`src/rtl/pobm_pkg.sv`:
```
package pobm_pkg;

    // Outcome of the admission decision for one cycle
    typedef enum logic [1:0] {
        ADM_IDLE  = 2'd0,
        ADM_TAKE  = 2'd1,
        ADM_EVICT = 2'd2,
        ADM_DROP  = 2'd3
    } adm_e;

    // Returns 1 when an arrival either takes a slot or evicts a cell
    function automatic logic adm_admits(input adm_e d);
        return (d == ADM_TAKE) || (d == ADM_EVICT);
    endfunction

endpackage

```
`src/rtl/pobm_qcount.sv`:
```
module pobm_qcount #(
    parameter int CAP = 16,
    parameter int CW  = $clog2(CAP + 1)
) (
    input  logic          clk,
    input  logic          rst,
    input  logic          deq_req,
    input  logic          add,
    input  logic          drop,
    output logic [CW-1:0] len,
    output logic [CW-1:0] post_len,
    output logic          deq_eff
);
    logic [CW-1:0] len_r;

    assign deq_eff  = deq_req && (len_r != '0);
    assign post_len = len_r - {{(CW-1){1'b0}}, deq_eff};
    assign len      = len_r;

    always_ff @(posedge clk) begin
        if (rst) begin
            len_r <= '0;
        end else begin
            len_r <= post_len + {{(CW-1){1'b0}}, add} - {{(CW-1){1'b0}}, drop};
        end
    end


    evict_nonempty_chk: assert property (@(posedge clk) disable iff (rst)
        drop |-> (post_len != '0));


    len_bound_chk: assert property (@(posedge clk) disable iff (rst)
        len_r <= CW'(CAP));

endmodule

```
`src/rtl/pobm_longest.sv`:
```
module pobm_longest #(
    parameter int N_Q = 4,
    parameter int CW  = 5,
    parameter int PW  = 2
) (
    input  logic                   clk,
    input  logic                   rst,
    input  logic [N_Q-1:0][CW-1:0] lens,
    input  logic [N_Q-1:0]         elig,
    output logic                   found,
    output logic [PW-1:0]          idx,
    output logic [CW-1:0]          max_len
);
    always_comb begin
        found   = 1'b0;
        idx     = '0;
        max_len = '0;
        for (int i = 0; i < N_Q; i++) begin
            // strict compare keeps the lowest index on ties
            if (elig[i] && (!found || lens[i] > max_len)) begin
                found   = 1'b1;
                idx     = PW'(i);
                max_len = lens[i];
            end
        end
    end


    pick_eligible_chk: assert property (@(posedge clk) disable iff (rst)
        found |-> elig[idx]);


    pick_length_chk: assert property (@(posedge clk) disable iff (rst)
        found |-> (lens[idx] == max_len));

endmodule

```
`src/rtl/pobm_pushout_mgr.sv`:
```
module pobm_pushout_mgr
    import pobm_pkg::*;
#(
    parameter int N_Q = 4,
    parameter int CAP = 16,
    localparam int PW = (N_Q > 1) ? $clog2(N_Q) : 1,
    localparam int CW = $clog2(CAP + 1)
) (
    input  logic              clk,
    input  logic              rst,
    input  logic              arr_valid,
    input  logic [PW-1:0]     arr_port,
    input  logic [N_Q-1:0]    deq,
    input  logic              thr_en,
    input  logic [N_Q*CW-1:0] thr_lvl,
    output logic              accept,
    output logic              push_valid,
    output logic [PW-1:0]     push_port,
    output logic [N_Q*CW-1:0] qlen,
    output logic [CW-1:0]     occupancy
);
    logic [N_Q-1:0][CW-1:0] len_q;
    logic [N_Q-1:0][CW-1:0] post_q;
    logic [N_Q-1:0]         deq_eff;
    logic [N_Q-1:0]         elig;
    logic [N_Q-1:0]         add_q;
    logic [N_Q-1:0]         drop_q;
    logic [CW-1:0]          occ_r;
    logic [CW-1:0]          n_deq;
    logic [CW-1:0]          post_occ;
    logic [CW-1:0]          own_len;
    logic                   cand_found;
    logic [PW-1:0]          cand_idx;
    logic [CW-1:0]          cand_len;
    adm_e                   dec;

    // per-queue counters and eligibility
    for (genvar g = 0; g < N_Q; g++) begin : g_q
        pobm_qcount #(.CAP(CAP), .CW(CW)) u_cnt (
            .clk      (clk),
            .rst      (rst),
            .deq_req  (deq[g]),
            .add      (add_q[g]),
            .drop     (drop_q[g]),
            .len      (len_q[g]),
            .post_len (post_q[g]),
            .deq_eff  (deq_eff[g])
        );
        assign elig[g]           = !thr_en || (post_q[g] > thr_lvl[g*CW +: CW]);
        assign add_q[g]          = adm_admits(dec) && (arr_port == PW'(g));
        assign drop_q[g]         = (dec == ADM_EVICT) && (cand_idx == PW'(g));
        assign qlen[g*CW +: CW]  = len_q[g];
    end

    pobm_longest #(.N_Q(N_Q), .CW(CW), .PW(PW)) u_max (
        .clk     (clk),
        .rst     (rst),
        .lens    (post_q),
        .elig    (elig),
        .found   (cand_found),
        .idx     (cand_idx),
        .max_len (cand_len)
    );

    always_comb begin
        n_deq = '0;
        for (int i = 0; i < N_Q; i++) begin
            n_deq = n_deq + {{(CW-1){1'b0}}, deq_eff[i]};
        end
        post_occ = occ_r - n_deq;
        own_len  = post_q[arr_port];
    end

    always_comb begin
        if (!arr_valid) begin
            dec = ADM_IDLE;
        end else if (post_occ < CW'(CAP)) begin
            dec = ADM_TAKE;
        end else if (!cand_found || own_len >= cand_len) begin
            dec = ADM_DROP;
        end else begin
            dec = ADM_EVICT;
        end
    end

    assign accept     = adm_admits(dec);
    assign push_valid = (dec == ADM_EVICT);
    assign push_port  = push_valid ? cand_idx : '0;
    assign occupancy  = occ_r;

    always_ff @(posedge clk) begin
        if (rst) begin
            occ_r <= '0;
        end else begin
            occ_r <= post_occ + {{(CW-1){1'b0}}, (dec == ADM_TAKE)};
        end
    end

    // independent sum of queue lengths for the consistency check
    logic [CW+PW:0] len_sum;
    always_comb begin
        len_sum = '0;
        for (int i = 0; i < N_Q; i++) begin
            len_sum = len_sum + (CW+PW+1)'(len_q[i]);
        end
    end


    occ_sum_chk: assert property (@(posedge clk) disable iff (rst)
        len_sum == (CW+PW+1)'(occ_r));


    occ_cap_chk: assert property (@(posedge clk) disable iff (rst)
        occ_r <= CW'(CAP));


    free_slot_take_chk: assert property (@(posedge clk) disable iff (rst)
        (arr_valid && occ_r < CW'(CAP)) |-> (accept && !push_valid));


    no_self_evict_chk: assert property (@(posedge clk) disable iff (rst)
        push_valid |-> (push_port != arr_port));


    evict_keeps_occ_chk: assert property (@(posedge clk) disable iff (rst)
        push_valid |=> (occ_r == $past(occ_r)));


    idle_quiet_chk: assert property (@(posedge clk) disable iff (rst)
        !arr_valid |-> (!accept && !push_valid));

endmodule

```
`config.mk`:
```
export PLATFORM = sky130hd
export DESIGN_NAME = pobm_pushout_mgr
export DESIGN_NICKNAME = d
export VERILOG_FILES = /design/src/rtl/pobm_pkg.sv /design/src/rtl/pobm_qcount.sv /design/src/rtl/pobm_longest.sv /design/src/rtl/pobm_pushout_mgr.sv
export SDC_FILE = /design/constraint.sdc
export NUM_CORES = 1
export LEC_CHECK = 0
export CAP_MARGIN = 20
export CORE_AREA = 2 2 96 107
export CTS_CLUSTER_SIZE = 40
export DETAILED_ROUTE_END_ITERATION = 10
export DIE_AREA = 0 0 98 109
export GPL_TIMING_DRIVEN = 0
export MAX_ROUTING_LAYER = met4
export PLACE_DENSITY = 0.65
export SYNTH_ARGS = -nofsm -noshare
export SYNTH_HDL_FRONTEND = slang
export SYNTH_SLANG_ARGS = --single-unit
export TNS_END_PERCENT = 30
```
`constraint.sdc`:
```
create_clock -name clk -period 10.5 [get_ports clk]
set_input_delay 1.575 -clock clk [delete_from_list [all_inputs] [get_ports clk]]
set_output_delay 1.575 -clock clk [all_outputs]
set_load 0.005 [all_outputs]
```
# Word-level counts from Yosys, hierarchy flattened
# Index checks and enable logic that the tools add are counted.
[op_classes]
n_lt_le_gt_ge = 10
mul = 0
muxes = 17
bitwise = 0
reduce_logical = 35
shifts = 0
n_addsub = 17
eq_ne = 8
div = 0
[ops]
columns = ["operator", "n"]
rows = [
  ["subtractor 5 x 1 -> 5 bit", 8],
  ["greater-than comparator 5 bit", 7],
  ["adder 5 x 1 -> 5 bit", 5],
  ["two-way mux 5 bit", 5],
  ["nonzero test 5 bit", 4],
  ["logical AND 1 bit", 15],
  ["binary-select mux 5 bit (select 2 bit)", 1],
  ["equality test 2 bit (second input constant)", 5],
  ["two-way mux 2 bit", 5],
  ["logical OR 1 bit", 9],
  ["equality test 2 x 1 -> 1 bit (second input constant)", 3],
  ["two-way mux 1 bit", 6],
  ["greater-or-equal comparator 5 bit", 1],
  ["zero test 1 bit", 5],
  ["less-than comparator 5 bit (second input constant)", 1],
  ["subtractor 5 x 4 -> 5 bit", 1],
  ["adder 3 x 1 -> 4 bit", 1],
  ["zero test 2 bit", 2],
  ["adder 2 x 1 -> 3 bit", 1],
  ["less-than comparator 2 x 3 -> 1 bit (second input constant)", 1],
  ["adder 1 x 1 -> 2 bit", 1],
]
[totals]
latch_bits = 0
ram_bits = 0
out_inout_bits = 29
rom_bits = 0
reg_bits = 25
in_bits = 30
memories = 0
wordCells = 92

# Longest topological paths before layout
# Gate-level depths: netlist of run 1.
[logic_depth]
word_depth = 28
ltp_mapped = 54

# Modules after synthesis
# A second synthesis of run 1 with hierarchy kept.
[hier_totals]
hier_cells = 469
area_unflattened_um2 = 3972.6
[by_module_without_submodules]
columns = ["mod", "area_each_um2", "cells_per_inst", "n_inst", "seq_area_each_um2"]
rows = [
  ["pobm_qcount", 486.7, 51, 4, 100.1],
  ["pobm_pushout_mgr", 1280.0, 163, 1, 100.1],
  ["pobm_longest", 745.7, 102, 1, 0.0],
]

# Least setup slack after synthesis of run 1
# OpenSTA, ideal clock, no wires.
[synth_path]
path_type = "in2reg"
start = "input port deq[0]"
end = "register g_q[0].u_cnt.len_r[4]"
t_arrival_ns = 11.111
t_required_ns = 10.372
stages = 50
path_slack_ns = -0.738
cell_sequence = "a21boi_0 > ha_1 > ha_1 > nor3b_1 > xnor2_1 > inv_1 > ha_1 > nand4_1 > o2111a_1 > a21oi_1 > buf_2 > nand2_1 > ha_1 > nand4_1 > or2_2 > a221oi_1 > or3_1 > o21a_1 > (+14 left out) > ha_1 > nand2b_1 > a21o_1 > a21o_1 > a21o_1 > a32o_1 > o31ai_1 > ha_1 > or3_1 > ha_1 > inv_1 > ha_1 > fa_1 > a21o_1 > a21oi_1 > xnor2_1 > xnor2_1 > nor2_1"
[synth_via]
elab_chain_len = 27
elab_cells_between_ends = 48
[synth_rtl]
columns = ["item", "line_no", "source"]
rows = [
  ["start, declared", "pobm_pushout_mgr.sv:13", "input logic [N_Q-1:0] deq,"],
  ["logical AND 1 bit (*)", "pobm_qcount.sv:16", "assign deq_eff = deq_req && (len_r != '0);"],
  ["subtractor 5 x 1 -> 5 bit", "pobm_qcount.sv:17", "assign post_len = len_r - {{(CW-1){1'b0}}, deq_eff};"],
  ["greater-than comparator 5 bit", "pobm_pushout_mgr.sv:49", "assign elig[g] = !thr_en || (post_q[g] > thr_lvl[g*CW +: CW]);"],
  ["logical OR 1 bit", "pobm_pushout_mgr.sv:49", ""],
  ["two-way mux 5 bit / two-way mux 1 bit (equally long branches)", "pobm_longest.sv:20", "if (elig[i] && (!found || lens[i] > max_len)) begin"],
  ["greater-than comparator 5 bit / zero test 1 bit (equally long branches)", "pobm_longest.sv:20", ""],
  ["logical OR 1 bit", "pobm_longest.sv:20", ""],
  ["logical AND 1 bit", "pobm_longest.sv:20", ""],
  ["(+11 left out)", "n/a", ""],
  ["two-way mux 1 bit", "pobm_pushout_mgr.sv:79", "end else if (!cand_found || own_len >= cand_len) begin"],
  ["two-way mux 2 bit", "pobm_pushout_mgr.sv:77", "end else if (post_occ < CW'(CAP)) begin"],
  ["two-way mux 2 bit", "pobm_pushout_mgr.sv:75", "if (!arr_valid) begin"],
  ["equality test 2 x 1 -> 1 bit / equality test 2 bit (equally long branches)", "pobm_pkg.sv:13, pobm_pushout_mgr.sv:51", ""],
  ["logical OR 1 bit", "pobm_pkg.sv:13", "return (d == ADM_TAKE) || (d == ADM_EVICT);"],
  ["logical AND 1 bit", "pobm_pushout_mgr.sv:50", "assign add_q[g] = adm_admits(dec) && (arr_port == PW'(g));"],
  ["adder 5 x 1 -> 5 bit", "pobm_qcount.sv:24", "len_r <= post_len + {{(CW-1){1'b0}}, add} - {{(CW-1){1'b0}}, drop};"],
  ["subtractor 5 x 1 -> 5 bit (*)", "pobm_qcount.sv:24", ""],
  ["end signal, assigned", "pobm_qcount.sv:24", ""],
  ["end, declared", "pobm_qcount.sv:14", "logic [CW-1:0] len_r;"],
]
# Mark *: on every way between the ends. The rest lies on a longest branch, timed or not. The select of a mux whose other input is x is not followed.
# A chain may end at the register's enable or synchronous reset.

# Worst setup path after layout of run 1
[layout_path]
start = "input port deq[0]"
end = "output port push_port[0]"
[layout_via]
elab_chain_len = 24
elab_cells_between_ends = 42
[layout_rtl]
columns = ["item", "line_no", "source"]
rows = [
  ["logical AND 1 bit (*)", "pobm_qcount.sv:16", ""],
  ["subtractor 5 x 1 -> 5 bit", "pobm_qcount.sv:17", ""],
  ["greater-than comparator 5 bit", "pobm_pushout_mgr.sv:49", ""],
  ["logical OR 1 bit", "pobm_pushout_mgr.sv:49", ""],
  ["two-way mux 5 bit / two-way mux 1 bit (equally long branches)", "pobm_longest.sv:20", ""],
  ["greater-than comparator 5 bit / zero test 1 bit (equally long branches)", "pobm_longest.sv:20", ""],
  ["logical OR 1 bit", "pobm_longest.sv:20", ""],
  ["logical AND 1 bit", "pobm_longest.sv:20", ""],
  ["(+8 left out)", "n/a", ""],
  ["two-way mux 5 bit / two-way mux 1 bit (equally long branches)", "pobm_longest.sv:20", ""],
  ["greater-or-equal comparator 5 bit / zero test 1 bit (equally long branches)", "pobm_pushout_mgr.sv:79", ""],
  ["logical OR 1 bit", "pobm_pushout_mgr.sv:79", ""],
  ["two-way mux 1 bit", "pobm_pushout_mgr.sv:79", ""],
  ["two-way mux 2 bit", "pobm_pushout_mgr.sv:77", ""],
  ["two-way mux 2 bit", "pobm_pushout_mgr.sv:75", ""],
  ["equality test 2 bit", "pobm_pushout_mgr.sv:87", "assign push_valid = (dec == ADM_EVICT);"],
  ["two-way mux 2 bit (*)", "pobm_pushout_mgr.sv:88", "assign push_port = push_valid ? cand_idx : '0;"],
  ["end, declared", "pobm_pushout_mgr.sv:18", "output logic [PW-1:0] push_port,"],
]
# Marked as above.

==> results of run 1 <==
==> cell usage after synthesis, types with 9 or more instances <==
cell | number | area [um2]
nor2_1 | 26 | 97.6
fa_1 | 9 | 180
ha_1 | 74 | 926
a21o_1 | 17 | 128
inv_1 | 76 | 285
nand2_1 | 16 | 60.1
xor2_1 | 17 | 149
nor2b_1 | 12 | 75.1
dfxtp_1 | 25 | 500
nand3_1 | 12 | 60.1
a21oi_1 | 13 | 65.1
xnor2_1 | 17 | 149
==> registers in the layout, indices dropped and copies added, names as in the netlist <==
register	flops
g_q.u_cnt.len	20
occupancy	5
==> through the flow <==
stage	hold WS, ns	utilization	cell area [um2]	std cells
3_5_place_dp	0.723	0.455	4400	589
4_1_cts	0.748	0.493	4760	618
5_1_grt	0.791	0.516	4980	627
2_1_floorplan	0.667	-	3670	412
6_report	0.738	0.516	4980	627
3_3_place_gp	0.696	0.455	4400	589
==> area by class of cell <==
| type | count | area (um2) |
|---|---|---|
| Buffer | 6 | 37.5 |
| Clock buffer | 4 | 45.0 |
| Fill cell | 912 | 4680 |
| Inverter | 76 | 290 |
| Multi-Input combinational cell | 305 | 3110 |
| Sequential cell | 25 | 500 |
| Tap cell | 120 | 150 |
| Timing Repair Buffer | 91 | 838 |
==> what timing repair did <==
item | CTS | global route
setup endpoints to repair | 24 | 24
setup buffers | 25 | 11
resized for setup | 54 | 27
pin swaps | 55 | 57
==> layer usage <==
layer	routed length [um]	vias up	share of wire
met5	0	-	0
met1	4310	1575	0.44
met3	483	14	0.049
met4	177	0	0.018
met2	4890	104	0.50
li1	-	1612	-
==> how the worst min path moves through the flow <==
stage,cells after the start,from,slack (ns),endpoint
4_1_cts,3,occupancy[3]$_SDFF_PP0_,0.75,occupancy[3]$_SDFF_PP0_
5_1_grt,3,occupancy[3]$_SDFF_PP0_,0.79,occupancy[3]$_SDFF_PP0_
6_report,3,occupancy[3]$_SDFF_PP0_,0.74,occupancy[3]$_SDFF_PP0_
3_3_place_gp,3,occupancy[3]$_SDFF_PP0_,0.70,occupancy[3]$_SDFF_PP0_
3_5_place_dp,3,occupancy[3]$_SDFF_PP0_,0.72,occupancy[3]$_SDFF_PP0_
2_1_floorplan,3,occupancy[3]$_SDFF_PP0_,0.67,occupancy[3]$_SDFF_PP0_
==> cell families after synthesis <==
logic type	share of synthesized area
DFF	0.143
muxes	0.0352
AOI/OAI and AO/OA	0.176
xor gates and xnor gates	0.0854
adders and majority gates	0.317
buffers and inverters	0.0907
and+or+nand+nor	0.152
==> layout by cell type, fill, tap and decap left out, drive strengths merged, types with 16 or more instances in the layout <==
cell           count
ha                74
xnor2             17
nor2              26
inv               76
dfxtp             25
clkdlybuf4s50     52
xor2              17
nand2             16
a21o              19
buf               41
==> critical path, delay by kind of cell <==
kind / cells / cell delay (ns)
buf+inv: 7 / 0.88
fa+ha+maj: 8 / 1.81
simple gates: 8 / 1.10
xor+xnor: 1 / 0.25
compound gates: 20 / 3.91
==> impl_metrics.tcl, run 1 <==
set metrics [dict create \
    boundaryPins 59 \
    ys.flop_type "dfxtp_1" \
    drv_cap 0 \
    cp.required_ns 8.93 \
    setup_viol 19 \
    crit_path_top_delay_cell "o2111a_2" \
    critPathMaxStageDelay_ns 0.30 \
    use_met2 0.328 \
    synth_warnings 0 \
    finalSetupTns_ns -5.92 \
    met1_usage 0.239 \
    drc 0 \
    grt_pass1_vias 3270 \
    hold_violations 0 \
    die_y_um 109 \
    die_width_um 98 \
    gr-max-usage-layer "met2" \
    start_kind "input port" \
    wl_per_cell_um 15.7 \
    rows 38 \
    cp_max_fo 7 \
    syn-num-nets 525 \
    die_area_mm2 0.0107 \
    r2r_slack_ns -0.15 \
    finalNetCount 621 \
    initial_core_util 0.361 \
    cp-endpoint "push_port[0]" \
    worstReg2RegStart "g_q[0].u_cnt.len[2]$_SDFF_PP0_" \
    fin_skew_ns 0.00384 \
    drive_gt1_frac 0.254 \
    ant_nets 0 \
    clkSlewWorstSetupHoldPaths_ns 0.09 \
    status "finished with violations" \
    area_growth_pct 42.6 \
    rr_worst_depth 52 \
    syn_inst 412 \
    core_mm2 0.00965 \
    tightest_slew_ns 0.814 \
    h-tree-depth 1 \
    clockBufferDepth 2 \
    pre_cts_ws_ns -1.78 \
    worst_slack_ns -0.619 \
    finalWirelength_mm 9.86 \
    async_flop_share 0 \
    grt_overflow 0 \
    crit_start "deq[0]" \
    reg2reg_to "g_q[0].u_cnt.len[4]$_SDFF_PP0_" \
    dr_total_vias 3305 \
    syn-cell-area_mm2 0.00349 \
    cts_buffers 3 \
    drtPass1Iterations 4 \
    avgSynthCellArea_um2 8.47 \
    cts_tree "built" \
    rsz0062_at_grt "yes" \
    grt_pass1_wl_mm 15.8 \
    met3_usage 0.00833 \
    numPortBuffers 57 \
    clk_latency_ns 0.27 \
    slew_viol_final 0 \
    seq_area_frac_synth 0.143 \
    end_kind "primary output" \
    ys_ff_latch 25 \
    crit_top_cell "ha_4" \
    cts_hold_buf 0 \
    drt_iter0_drc 254 \
    synth_edf_count 0 \
    grt_usage 0.188 \
    hpwl_mm 7.59 \
    ys_types 56 \
    max_freq_mhz 89.9 \
    worstPathArrival_ns 9.54 \
    vias_per_cell 5.27 \
    min_path_type "reg -> reg" \
    antenna_found_initial 0 \
    cts.sinks 25 \
    diodes 0 \
    root_buffer "clkbuf_8" \
    violations "negative setup slack" \
    grt_max_degree 14 \
    slew_headroom 0.453 \
    period_share 1.06 \
    gp_congestion 1.00 \
    path_class "in -> out" \
    period_needed_ns 11.12 \
]
Power of run 1 is not shown: default switching activity piles up to over one toggle a cycle in this logic, so the estimate is an artifact.
==> run 2: changes to the inputs <==
--- a/config.mk
+++ b/config.mk
@@ -8,9 +8,9 @@
 export CAP_MARGIN = 20
-export CORE_AREA = 2 2 96 107
+export CORE_AREA = 2 2 72 143
 export CTS_CLUSTER_SIZE = 40
 export DETAILED_ROUTE_END_ITERATION = 10
-export DIE_AREA = 0 0 98 109
+export DIE_AREA = 0 0 74 145
 export GPL_TIMING_DRIVEN = 0
 export MAX_ROUTING_LAYER = met4
-export PLACE_DENSITY = 0.65
+export PLACE_DENSITY = 0.64
 export SYNTH_ARGS = -nofsm -noshare
--- a/constraint.sdc
+++ b/constraint.sdc
@@ -3,2 +3,2 @@
 set_output_delay 1.575 -clock clk [all_outputs]
-set_load 0.005 [all_outputs]
+set_load 0.1 [all_outputs]
==> run 2 against run 1 <==
  * The run still ends with negative setup slack left
  * Final cell count is 1.3% higher
  * Maximum frequency grew 1.8%
  * Sequential share of layout area is 0.41 points lower
  * Register-to-register slack better by 0.33 ns
  * Die area rose by 0.45%
  * Worst setup slack improved by 0.20 ns
  * Count of clock-buffer cells in the layout shrank 1
  * Critical path depth fell by 1
  * First-iteration DRC count shrank 61%
  * Critical path type unchanged
  * Largest cell class unchanged
==> impl_metrics.tcl, run 2 (same netlist as run 1, synthesis figures left out) <==
set metrics [dict create \
    status "finished with violations" \
    violations "negative setup slack" \
    initial_core_util 0.362 \
    min_path_type "reg -> reg" \
    crit_path_top_delay_cell "a221oi_4" \
    grt_usage 0.206 \
    clockBufferDepth 2 \
    tightest_slew_ns 0.977 \
    grt_max_degree 16 \
    crit_top_cell "ha_4" \
    start_kind "input port" \
    antenna_found_initial 0 \
    wl_per_cell_um 16.7 \
    worstPathArrival_ns 9.35 \
    cts_tree "built" \
    period_share 1.04 \
    core_mm2 0.00964 \
    worst_slack_ns -0.424 \
    die_width_um 74 \
    grt_overflow 0 \
    slew_viol_final 0 \
    rows 51 \
    grt_pass1_vias 3447 \
    boundaryPins 59 \
    drc 0 \
    max_freq_mhz 91.5 \
    hold_slack_ns 0.711 \
    setup_viol 8 \
    cp.required_ns 8.93 \
    post-route-util 0.539 \
    critPathMaxStageDelay_ns 0.33 \
    dr_total_vias 3265 \
    drive_gt1_frac 0.268 \
    die_area_mm2 0.0107 \
    finalWirelength_mm 10.6 \
    vias_per_cell 5.14 \
    r2r_slack_ns 0.18 \
    hpwl_mm 8.60 \
    cp_max_fo 6 \
    drt_iter0_drc 100 \
    end_kind "primary output" \
    clkSlewWorstSetupHoldPaths_ns 0.07 \
    drtPass1Iterations 4 \
    path_class "in -> out" \
    cts_buffers 3 \
    highest_layer "met4" \
    diodes 0 \
    hold_violations 0 \
    area_growth_pct 48.8 \
    fin_skew_ns 0.00710 \
    largest_reg_flops 20 \
    finalNetCount 617 \
    cts.sinks 25 \
    m1WireLength_mm 3.73 \
    die_y_um 145 \
    numPortBuffers 57 \
    period_needed_ns 10.92 \
    rsz0062_at_grt "yes" \
    root_buffer "clkbuf_16" \
    grt_pass1_wl_mm 16.6 \
    h-tree-depth 1 \
    layout_common_cells "inv_1, ha_1, clkdlybuf4s50_1, dfxtp_1" \
    n_fill_cell 887 \
    wl_met3_um 180 \
    gp_congestion 0.911 \
    mostFrequentLayoutCell "inv_1" \
    slew_headroom 0.346 \
    ant_nets 0 \
    cts_hold_buf 0 \
    drv_cap 0 \
    clk_latency_ns 0.27 \
    wl_met2_mm 6.10 \
]
-- run 2: timing repair --
item	in CTS	in global routing
endpoints found under the hold margin	0	0
endpoints found under the setup margin	24	22
gates resized for setup	67	29
pin swaps	41	32
setup buffers	21	9
-- run 2: per-layer routing --
metal	vias to the layer above	GRT usage
li1	1610	-
met1	1555	0.194
met5	-	-
met3	34	0.0139
met2	66	0.384
met4	0	0.121
-- run 2: worst paths after layout --
kind                                       start                        endpoint  depth (start not counted)
setup / recovery                          deq[0]                    push_port[1]                         43
hold / removal           occupancy[3]$_SDFF_PP0_         occupancy[3]$_SDFF_PP0_                          3
hold reg to reg          occupancy[3]$_SDFF_PP0_         occupancy[3]$_SDFF_PP0_                          3
setup reg to reg  g_q[0].u_cnt.len[2]$_SDFF_PP0_  g_q[3].u_cnt.len[4]$_SDFF_PP0_                         53
-- run 2: area by class of cell --
class | instances | area [um2] | share of cell area
timing repair buffer | 87 | 886 | 0.171
inverter | 76 | 292 | 0.0562
tap | 132 | 165 | 0.0318
sequential | 25 | 500 | 0.0964
clock buffer | 3 | 75.1 | 0.0145
buffer | 6 | 37.5 | 0.00723
clock inverter | 1 | 7.51 | 0.00145
multi-input combinational | 305 | 3230 | 0.622
-- run 2: metrics by stage --
stage / instances / setup TNS (ns) / worst slack, ns / area (um2)
6_report: 635 / -2.67 / -0.424 / 5190
5_1_grt: 635 / -8.48 / -0.800 / 5190
4_1_cts: 626 / -3.36 / -0.515 / 4930
3_5_place_dp: 601 / -29.92 / -2.34 / 4470
3_3_place_gp: 601 / -29.53 / -2.34 / 4470
2_1_floorplan: 412 / -1.83 / -0.354 / 3740
-- run 2: worst max-delay path: cells and delay by family --
kind	cells	cell delay, ns
buffers and inverters	5	0.61
AOI/OAI and AO/OA	20	3.88
adders and majority gates	8	1.79
and+or+nand+nor	9	1.30
xor gates and xnor gates	1	0.16
Power of run 2 is left out for the same reason.
==> run 3: changes to the inputs <==
- PLACE_DENSITY: 0.64 -> 0.62
- clock period: 10.5 -> 11.4 ns (I/O delays scaled with it)
==> run 3 against run 2 <==
  * The flow now finishes without violations
  * Worst setup slack better by 0.54 ns
  * Non-clock buffer count is 4 lower
  * Hold slack better by 0.024 ns
  * Count of clock-buffer cells in the layout stayed put
  * Sequential share of layout area is 0.36 points higher
  * First-iteration DRC count is 13% higher
  * Cell area is 3.6% lower
  * Die area stayed put
  * Via count is 0.37% higher
  * Utilization is 2.0 points lower
  * Critical path depth is 1 higher
  * Largest cell class unchanged
  * Critical path type unchanged
  * Global-route usage is 0.42 points higher
==> impl_metrics.tcl, run 3 (same netlist as run 1, synthesis figures left out) <==
set metrics [dict create \
    r2r_slack_ns 0.84 \
    path_depth 44 \
    period_share 0.990 \
    post-route-util 0.519 \
    largest_reg_flops 20 \
    pre_cts_ws_ns -2.50 \
    root_buffer "clkbuf_16" \
    crit_buf_inv 7 \
    cts_tree "built" \
    area_growth_pct 43.4 \
    fin_skew_ns 0.00819 \
    slew_headroom 0.349 \
    reg2reg_to "g_q[2].u_cnt.len[4]$_SDFF_PP0_" \
    slew_viol_final 0 \
    hpwl_mm 8.71 \
    drt_iter0_drc 113 \
    critPathMaxStageDelay_ns 0.39 \
    min_path_type "reg -> reg" \
    clkSlewWorstSetupHoldPaths_ns 0.07 \
    worstPathArrival_ns 9.57 \
    wl_per_cell_um 17.0 \
    antenna_found_initial 0 \
    crit_start "deq[0]" \
    core_mm2 0.00964 \
    ant_nets 0 \
    period_needed_ns 11.28 \
    cp_max_fo 7 \
    drtPass1Iterations 4 \
    grt_max_degree 17 \
    path_class "in -> out" \
    hold_violations 0 \
    end_kind "primary output" \
    status "completed" \
    setup_viol 0 \
    h-tree-depth 1 \
    dr_total_vias 3277 \
    rows 51 \
    finalSetupTns_ns 0 \
    placedCellCount 601 \
    die_area_mm2 0.0107 \
    vias_per_cell 5.19 \
    drc 0 \
    drv_cap 0 \
    tightest_slew_ns 0.973 \
    boundaryPins 59 \
    grt_usage 0.210 \
    numPortBuffers 57 \
    mostFrequentLayoutCell "inv_1" \
    cp.required_ns 9.69 \
    cts_hold_buf 0 \
    grt_pass1_wl_mm 16.8 \
    cts.sinks 25 \
    clockBufferDepth 2 \
    layout_common_cells "inv_1, ha_1, clkdlybuf4s50_1, dfxtp_1, buf_4" \
    cts_buffers 3 \
    drive_gt1_frac 0.228 \
    die_y_um 145 \
    fin_cells 631 \
    cp-endpoint "accept" \
    rsz0062_at_grt "yes" \
    start_kind "input port" \
    diodes 0 \
    clk_latency_ns 0.28 \
    finalWirelength_mm 10.7 \
    grt_pass1_vias 3527 \
    finalNetCount 613 \
    n_fill_cell 918 \
    initial_core_util 0.362 \
    rr_worst_depth 57 \
    max_freq_mhz 88.6 \
    cp_top_family "compound AO/OA/AOI/OAI gates" \
    crit_path_top_delay_cell "or3_4" \
    worstReg2RegStart "g_q[0].u_cnt.len[2]$_SDFF_PP0_" \
    die_width_um 74 \
    grt_overflow 0 \
    worst_slack_ns 0.116 \
    gp_congestion 0.895 \
]
[run 3: changes by cell type in the layout (fill, tap and decap cells not counted), sizes merged]
cell,previous run,this run
buf,37,33
clkinvlp,2,1
inv,75,76
[run 3: layout make-up]
class	instances	area, um2	share of cell area
buffer	6	37.5	0.00751
timing repair buffer	83	796	0.159
inverter	76	289	0.0578
tap	132	165	0.0330
clock inverter	1	8.76	0.00175
multi-input combinational	305	3130	0.626
clock buffer	3	75.1	0.0150
sequential	25	500	0.100
[run 3: timing repair]
action	4_1_cts	5_1_grt
setup buffers	19	7
pin swaps	40	27
gates resized for setup	89	19
gates cloned	0	0
endpoints found under the setup margin	24	8
[run 3: metrics by stage]
stage	hold slack [ns]	instance area (um2)
3_5_place_dp	0.730	4290
4_1_cts	0.750	4850
5_1_grt	0.800	5000
3_3_place_gp	0.703	4290
2_1_floorplan	1.17	3550
6_report	0.735	5000
[run 3: how the worst min path moves through the flow]
| stage | from | to | slack (ns) | cells after the start |
|---|---|---|---|---|
| after floorplan | occupancy[3]$_SDFF_PP0_ | occupancy[3]$_SDFF_PP0_ | 1.17 | 3 |
| after global placement | occupancy[3]$_SDFF_PP0_ | occupancy[3]$_SDFF_PP0_ | 0.70 | 3 |
| after detailed placement | occupancy[3]$_SDFF_PP0_ | occupancy[3]$_SDFF_PP0_ | 0.73 | 3 |
| after CTS | occupancy[3]$_SDFF_PP0_ | occupancy[3]$_SDFF_PP0_ | 0.75 | 3 |
| after global routing | occupancy[3]$_SDFF_PP0_ | occupancy[3]$_SDFF_PP0_ | 0.80 | 3 |
| final | occupancy[3]$_SDFF_PP0_ | occupancy[3]$_SDFF_PP0_ | 0.73 | 3 |
[run 3: metal layers]
metal,part of all wire,track usage
met1,0.32,0.192
met2,0.61,0.406
met3,0.021,0.0118
met4,0.043,0.111
met5,0,-
[run 3: worst min-delay path: cells and delay by family, from the launching register on]
| kind | cells | cell delay [ns] |
|---|---|---|
| xor gates and xnor gates | 2 | 0.25 |
| DFF | 1 | 0.39 |
| and+or+nand+nor | 1 | 0.07 |
Power of run 3 is left out for the same reason.
